`src/rtl/can_ctl_pkg.sv`:
```
package can_ctl_pkg;
    typedef enum logic {
        MODE_CFG = 1'b0,
        MODE_RUN = 1'b1
    } mode_state_e;

    localparam int WA_MODE   = 0;
    localparam int WA_CMD    = 1;
    localparam int WA_STATUS = 2;
    localparam int WA_FLAGS  = 3;
    localparam int WA_ENABLE = 4;

    localparam int MODE_W = 5;
    localparam int STAT_W = 24;
endpackage

```
`src/rtl/can_mode_fsm.sv`:
```
module can_mode_fsm
    import can_ctl_pkg::*;
(
    input  logic              clk,
    input  logic              rst_n,
    input  logic              wr_en,
    input  logic [MODE_W-1:0] wr_val,
    output logic [MODE_W-1:0] mode_bits
);
    mode_state_e state_q, state_d;
    logic [1:0]  free_q;    // listen-only, loopback
    logic [1:0]  locked_q;  // filter select, sleep

    always_comb begin
        state_d = state_q;
        unique case (state_q)
            MODE_CFG: if (wr_en && !wr_val[0]) state_d = MODE_RUN;  // GO_RUN
            MODE_RUN: if (wr_en &&  wr_val[0]) state_d = MODE_CFG;  // GO_CFG
        endcase
    end

    always_ff @(posedge clk) begin
        if (!rst_n) state_q <= MODE_CFG;
        else        state_q <= state_d;
    end

    always_ff @(posedge clk) begin
        if (!rst_n) begin
            free_q   <= '0;
            locked_q <= '0;
        end else if (wr_en) begin
            free_q <= wr_val[2:1];
            if (state_q == MODE_CFG) locked_q <= wr_val[4:3];
        end
    end

    always_comb begin
        mode_bits = {locked_q, free_q, (state_q == MODE_CFG)};
    end
endmodule

```
`src/rtl/can_cmd_pulse.sv`:
```
module can_cmd_pulse #(
    parameter int CMD_N = 6
) (
    input  logic             clk,
    input  logic             rst_n,
    input  logic             fire,
    input  logic [CMD_N-1:0] val,
    output logic [CMD_N-1:0] pulse
);
    always_ff @(posedge clk) begin
        if (!rst_n)    pulse <= '0;
        else if (fire) pulse <= val;
        else           pulse <= '0;
    end
endmodule

```
`src/rtl/can_irq_bank.sv`:
```
module can_irq_bank #(
    parameter int IRQ_N = 8
) (
    input  logic             clk,
    input  logic             rst_n,
    input  logic [IRQ_N-1:0] evt,
    input  logic             clr_en,
    input  logic [IRQ_N-1:0] clr_val,
    input  logic             en_wr,
    input  logic [IRQ_N-1:0] en_val,
    output logic [IRQ_N-1:0] flags,
    output logic [IRQ_N-1:0] enables,
    output logic             irq
);
    for (genvar i = 0; i < IRQ_N; i++) begin : g_flag
        always_ff @(posedge clk) begin
            if (!rst_n)                      flags[i] <= 1'b0;
            else if (evt[i])                 flags[i] <= 1'b1;
            else if (clr_en && clr_val[i])   flags[i] <= 1'b0;
        end
    end

    always_ff @(posedge clk) begin
        if (!rst_n)     enables <= '0;
        else if (en_wr) enables <= en_val;
    end

    assign irq = |(flags & enables);
endmodule

```
`src/rtl/can_ctl_regs.sv`:
```
module can_ctl_regs
    import can_ctl_pkg::*;
#(
    parameter int DATA_W = 32,
    parameter int ADDR_W = 3,
    parameter int IRQ_N  = 8,
    parameter int CMD_N  = 6
) (
    input  logic              clk,
    input  logic              rst_n,
    input  logic              reg_sel,
    input  logic              reg_wr,
    input  logic [ADDR_W-1:0] reg_addr,
    input  logic [DATA_W-1:0] reg_wdata,
    output logic [DATA_W-1:0] reg_rdata,
    input  logic [7:0]        eng_status,
    input  logic [1:0]        err_kind,
    input  logic              err_in_rx,
    input  logic [4:0]        err_segment,
    input  logic [4:0]        arb_lost_pos,
    input  logic [IRQ_N-1:0]  evt,
    output logic [MODE_W-1:0] mode_out,
    output logic [CMD_N-1:0]  cmd_pulse,
    output logic              irq
);
    logic              wr_any;
    logic              wr_mode, wr_cmd, wr_flags, wr_en;
    logic [IRQ_N-1:0]  flags, enables;
    logic [STAT_W-1:0] stat_word;
    logic              unused_wdata_hi;

    assign wr_any   = reg_sel && reg_wr;
    assign wr_mode  = wr_any && (reg_addr == ADDR_W'(WA_MODE));
    assign wr_cmd   = wr_any && (reg_addr == ADDR_W'(WA_CMD));
    assign wr_flags = wr_any && (reg_addr == ADDR_W'(WA_FLAGS));
    assign wr_en    = wr_any && (reg_addr == ADDR_W'(WA_ENABLE));
    assign unused_wdata_hi = ^reg_wdata[DATA_W-1:IRQ_N];

    can_mode_fsm u_mode (
        .clk(clk), .rst_n(rst_n), .wr_en(wr_mode),
        .wr_val(reg_wdata[MODE_W-1:0]), .mode_bits(mode_out)
    );

    can_cmd_pulse #(.CMD_N(CMD_N)) u_cmd (
        .clk(clk), .rst_n(rst_n), .fire(wr_cmd),
        .val(reg_wdata[CMD_N-1:0]), .pulse(cmd_pulse)
    );

    can_irq_bank #(.IRQ_N(IRQ_N)) u_irq (
        .clk(clk), .rst_n(rst_n), .evt(evt),
        .clr_en(wr_flags), .clr_val(reg_wdata[IRQ_N-1:0]),
        .en_wr(wr_en), .en_val(reg_wdata[IRQ_N-1:0]),
        .flags(flags), .enables(enables), .irq(irq)
    );

    assign stat_word = {err_kind, err_in_rx, err_segment, 3'b000, arb_lost_pos, eng_status};

    always_comb begin
        reg_rdata = '0;
        case (reg_addr)
            ADDR_W'(WA_MODE):   reg_rdata = DATA_W'(mode_out);
            ADDR_W'(WA_STATUS): reg_rdata = DATA_W'(stat_word);
            ADDR_W'(WA_FLAGS):  reg_rdata = DATA_W'(flags);
            ADDR_W'(WA_ENABLE): reg_rdata = DATA_W'(enables);
            default:            reg_rdata = '0;
        endcase
    end
endmodule

```
`config.mk`:
```
export PLATFORM = sky130hd
export DESIGN_NAME = can_ctl_regs
export DESIGN_NICKNAME = d
export VERILOG_FILES = /design/src/rtl/can_ctl_pkg.sv /design/src/rtl/can_mode_fsm.sv /design/src/rtl/can_cmd_pulse.sv /design/src/rtl/can_irq_bank.sv /design/src/rtl/can_ctl_regs.sv
export SDC_FILE = /design/constraint.sdc
export NUM_CORES = 1
export LEC_CHECK = 0
export CORE_AREA = 2 2 67 69
export DETAILED_ROUTE_END_ITERATION = 8
export DIE_AREA = 0 0 69 71
export PLACE_DENSITY = 0.84
export RECOVER_POWER = 50
export SLEW_MARGIN = 15
export SYNTH_ARGS = -nofsm -noshare
export SYNTH_HDL_FRONTEND = slang
export SYNTH_SLANG_ARGS = --single-unit
```
`constraint.sdc`:
```
create_clock -name clk -period 2.9 [get_ports clk]
set_input_delay 0.58 -clock clk [delete_from_list [all_inputs] [get_ports clk]]
set_output_delay 0.58 -clock clk [all_outputs]
set_load 0.03 [all_outputs]
```
==> reports/metrics.yaml <==
grt_overflow: 0
wire_per_inst_um: 13.2
antennaDiodeCount: 0
critical-path-top-delay-family: "buffers and inverters"
fill_cells: 416
start_util_pct: 35.6
synthMostInstantiatedCell: "nand2_1"
finalSetupViolCount: 0
cts_root_buffer: "clkbuf_8"
crit_chain: "dlygate4sd3_1, buf_4, nor2_1, a22oi_1, o21ai_0, buf_4"
internal-power_uw: 578
irDropWorstVdd_uv: 219
cp.required_ns: 2.32
dr_total_vias: 1477
die_x_um: 69
yosysWarnings: 0
worst_slew_pin_slew_ns: 1.00
synth-seq-cells: 27
vias_per_cell: 4.83
cts_made_buffers: 3
clock_path_buffers: 2
cap_violations: 0
pwr-share-seq_pct: 48.3
clkSlewWorstSetupHoldPaths_ns: 0.09
period_minus_slack_ns: 2.66
htreeDepth: 1
cts_sinks: 27
drc: 0
layout.cells.non_filler: 306
status: "complete, no violations"
rr_endpoint: "u_mode.locked_q[0]$_SDFFE_PN0P_"
critPathSlowestCell: "dlygate4sd3_1"
power.switching_uw: 231
numPortBuffers: 76
clkPwrFrac_pct: 26.9
seq_area_frac_synth_pct: 36.2
finalCritPeriodShare_pct: 91.8
final_antenna_net_count: 0
hold_slack_ns: 0.473
avgSynthCellArea_um2: 8.54
wl_um: 4030
cp.arrival_ns: 2.08
synth_top_area_share_pct: 36.2
io_pins: 112
grt_pass1_vias: 1338
min_from: "u_mode.locked_q[1]$_SDFFE_PN0P_"
grt_first_pass_wirelength_um: 6490
netlist_area_um2: 1500
synth_edf_count: 0
place_hpwl_um: 3140
relSlewSlack_pct: 32.7
post-cts-setup-buffers: 0
drive_gt1_share_pct: 15.0
startpoint_type: "primary input"
rsz0062_at_grt: "false"
fmax_ghz: 0.375
power_leakage_nw: 0.981
path_class: "primary input to output port"
combPwrFrac_pct: 24.9
die_y_um: 71
cts_tree: "done"
power.density_nw_per_um2: 354
hold_class: "register to register"
crit_buf_inv: 3
firstDrtPassIters: 4
antenna_found_initial: 0
clk_latency_ns: 0.27
reg2reg_depth: 3
dieArea_um2: 4900
hold_viol_final: 0
end_kind: "output port"
hold_buffers: 0
final.setup.tns_ns: 0
drtIter0Drc: 108
seqCellArea_um2: 541
fin_nets: 323
rows: 24
synthCells: 175
async_flop_share_pct: 0
swShare_pct: 28.6
synth.area.top_cells: "dfxtp_1 (36%), mux2i_1 (11%), and2_1 (7.9%)"
finalPower_uw: 809
core_area_um2: 4200
hold_end: "u_mode.locked_q[1]$_SDFFE_PN0P_"
grt_max_degree: 31
yosys.area.top_type: "dfxtp_1"
cp_max_fo: 6
ys_types: 25
areaGrowthSynthToFinish_pct: 52.6
critPathMaxStageDelay_ns: 0.64
gr-usage-all-layers_pct: 16.2
hold_path_depth: 2
finalMaxSlewViolations: 0
yosys_most_used_dff: "dfxtp_1"
placedCellCount: 302
synth_common_cells: "nand2_1 (28), dfxtp_1 (27), and2_1 (19), mux2i_1 (17), o21ai_0 (15)"
multiInputGateArea_um2: 808
gp_congestion: 0.805
rrSetupSlack_ns: 1.50
cpMostUsedCell: "buf_4"
cts_resized: 0
finClkSkew_ns: 0.00522
[state kept, by name, indices dropped and copies added, names as in the netlist, named ones only]
signal,flops
u_irq.enables,8
u_irq.flags,8
u_cmd.pulse,6
u_mode.free_q,2
u_mode.locked_q,2
[metrics by stage]
stage / worst slack (ns) / utilization (%) / instance area (µm²)
detailed placement: 0.293 / 53.8 / 2260
floorplan: 0.726 / - / 1530
global placement: 0.277 / 53.8 / 2260
finish: 0.237 / 54.3 / 2280
global route: 0.131 / 54.3 / 2280
CTS: 0.276 / 54.9 / 2310
[tightest hold or removal path, cell delays in order (launching register included)]
cell     delay, ns
dfxtp_1       0.33
nand2_1       0.05
mux2i_1       0.05
[layout make-up]
type                       instances  area share (%)
multi-input combinational        128            35.4
tap                               52            2.85
timing repair buffer              86            34.5
inverter                           9            1.48
clock buffer                       3            1.81
clock inverter                     1           0.219
sequential                        27            23.7
[worst max-delay path by stage]
| stage | to | cells past startpoint | from | slack (ns) |
|---|---|---|---|---|
| 2_1_floorplan | reg_rdata[1] | 3 | reg_addr[2] | 0.73 |
| 3_3_place_gp | reg_rdata[3] | 6 | reg_addr[1] | 0.28 |
| 3_5_place_dp | reg_rdata[1] | 6 | reg_addr[1] | 0.29 |
| 4_1_cts | reg_rdata[1] | 6 | reg_addr[1] | 0.28 |
| 5_1_grt | reg_rdata[3] | 6 | reg_addr[0] | 0.13 |
| 6_report | reg_rdata[3] | 6 | reg_addr[0] | 0.24 |
[layer usage]
layer	GRT usage [%]	wire [µm]	up-vias
met5	0	0	-
met2	25.9	1900	64
met4	3.92	30	0
met1	22.7	1810	677
met3	2.99	291	4
li1	-	-	732
[cell families (layout without fill, tap and decap cells)]
family | after synthesis | in the layout | share of synthesized area [%]
AND/OR/NAND/NOR | 64 | 64 | 23.8
AO/OA/AOI/OAI | 32 | 32 | 14.3
buffers and inverters | 30 | 99 | 11.1
flip-flops | 27 | 27 | 36.2
multiplexers | 21 | 21 | 14.4
other | 1 | 11 | 0.251
[power by group through the flow]
| stage | Clock (mW) | Combinational, mW | Sequential (mW) |
|---|---|---|---|
| floorplan | 0 | 0.111 | 0.398 |
| global placement | 0 | 0.202 | 0.399 |
| detailed placement | 0 | 0.204 | 0.399 |
| CTS | 0.217 | 0.205 | 0.390 |
| global route | 0.235 | 0.216 | 0.392 |
| finish | 0.217 | 0.201 | 0.391 |
[placed cells by master (no fill, tap or decap), drive strengths merged]
master / synthesis / final
mux2i: 17 / 17
clkinv: 0 / 1
nand2: 28 / 28
clkdlybuf4s50: 0 / 44
and3: 2 / 2
nand4: 1 / 1
conb: 1 / 11
nor2b: 1 / 1
and2: 19 / 19
nor4: 2 / 2
o21ai: 15 / 15
dfxtp: 27 / 27
nor2: 2 / 2
or3: 2 / 2
clkbuf: 6 / 5
buf: 15 / 29
a41oi: 8 / 8
mux2: 4 / 4
a22oi: 8 / 8
dlygate4sd3: 0 / 11
inv: 9 / 9
nor3b: 1 / 1
nand2b: 6 / 6
o221ai: 1 / 1
Note: power is estimated with default switching activity, not from simulation.
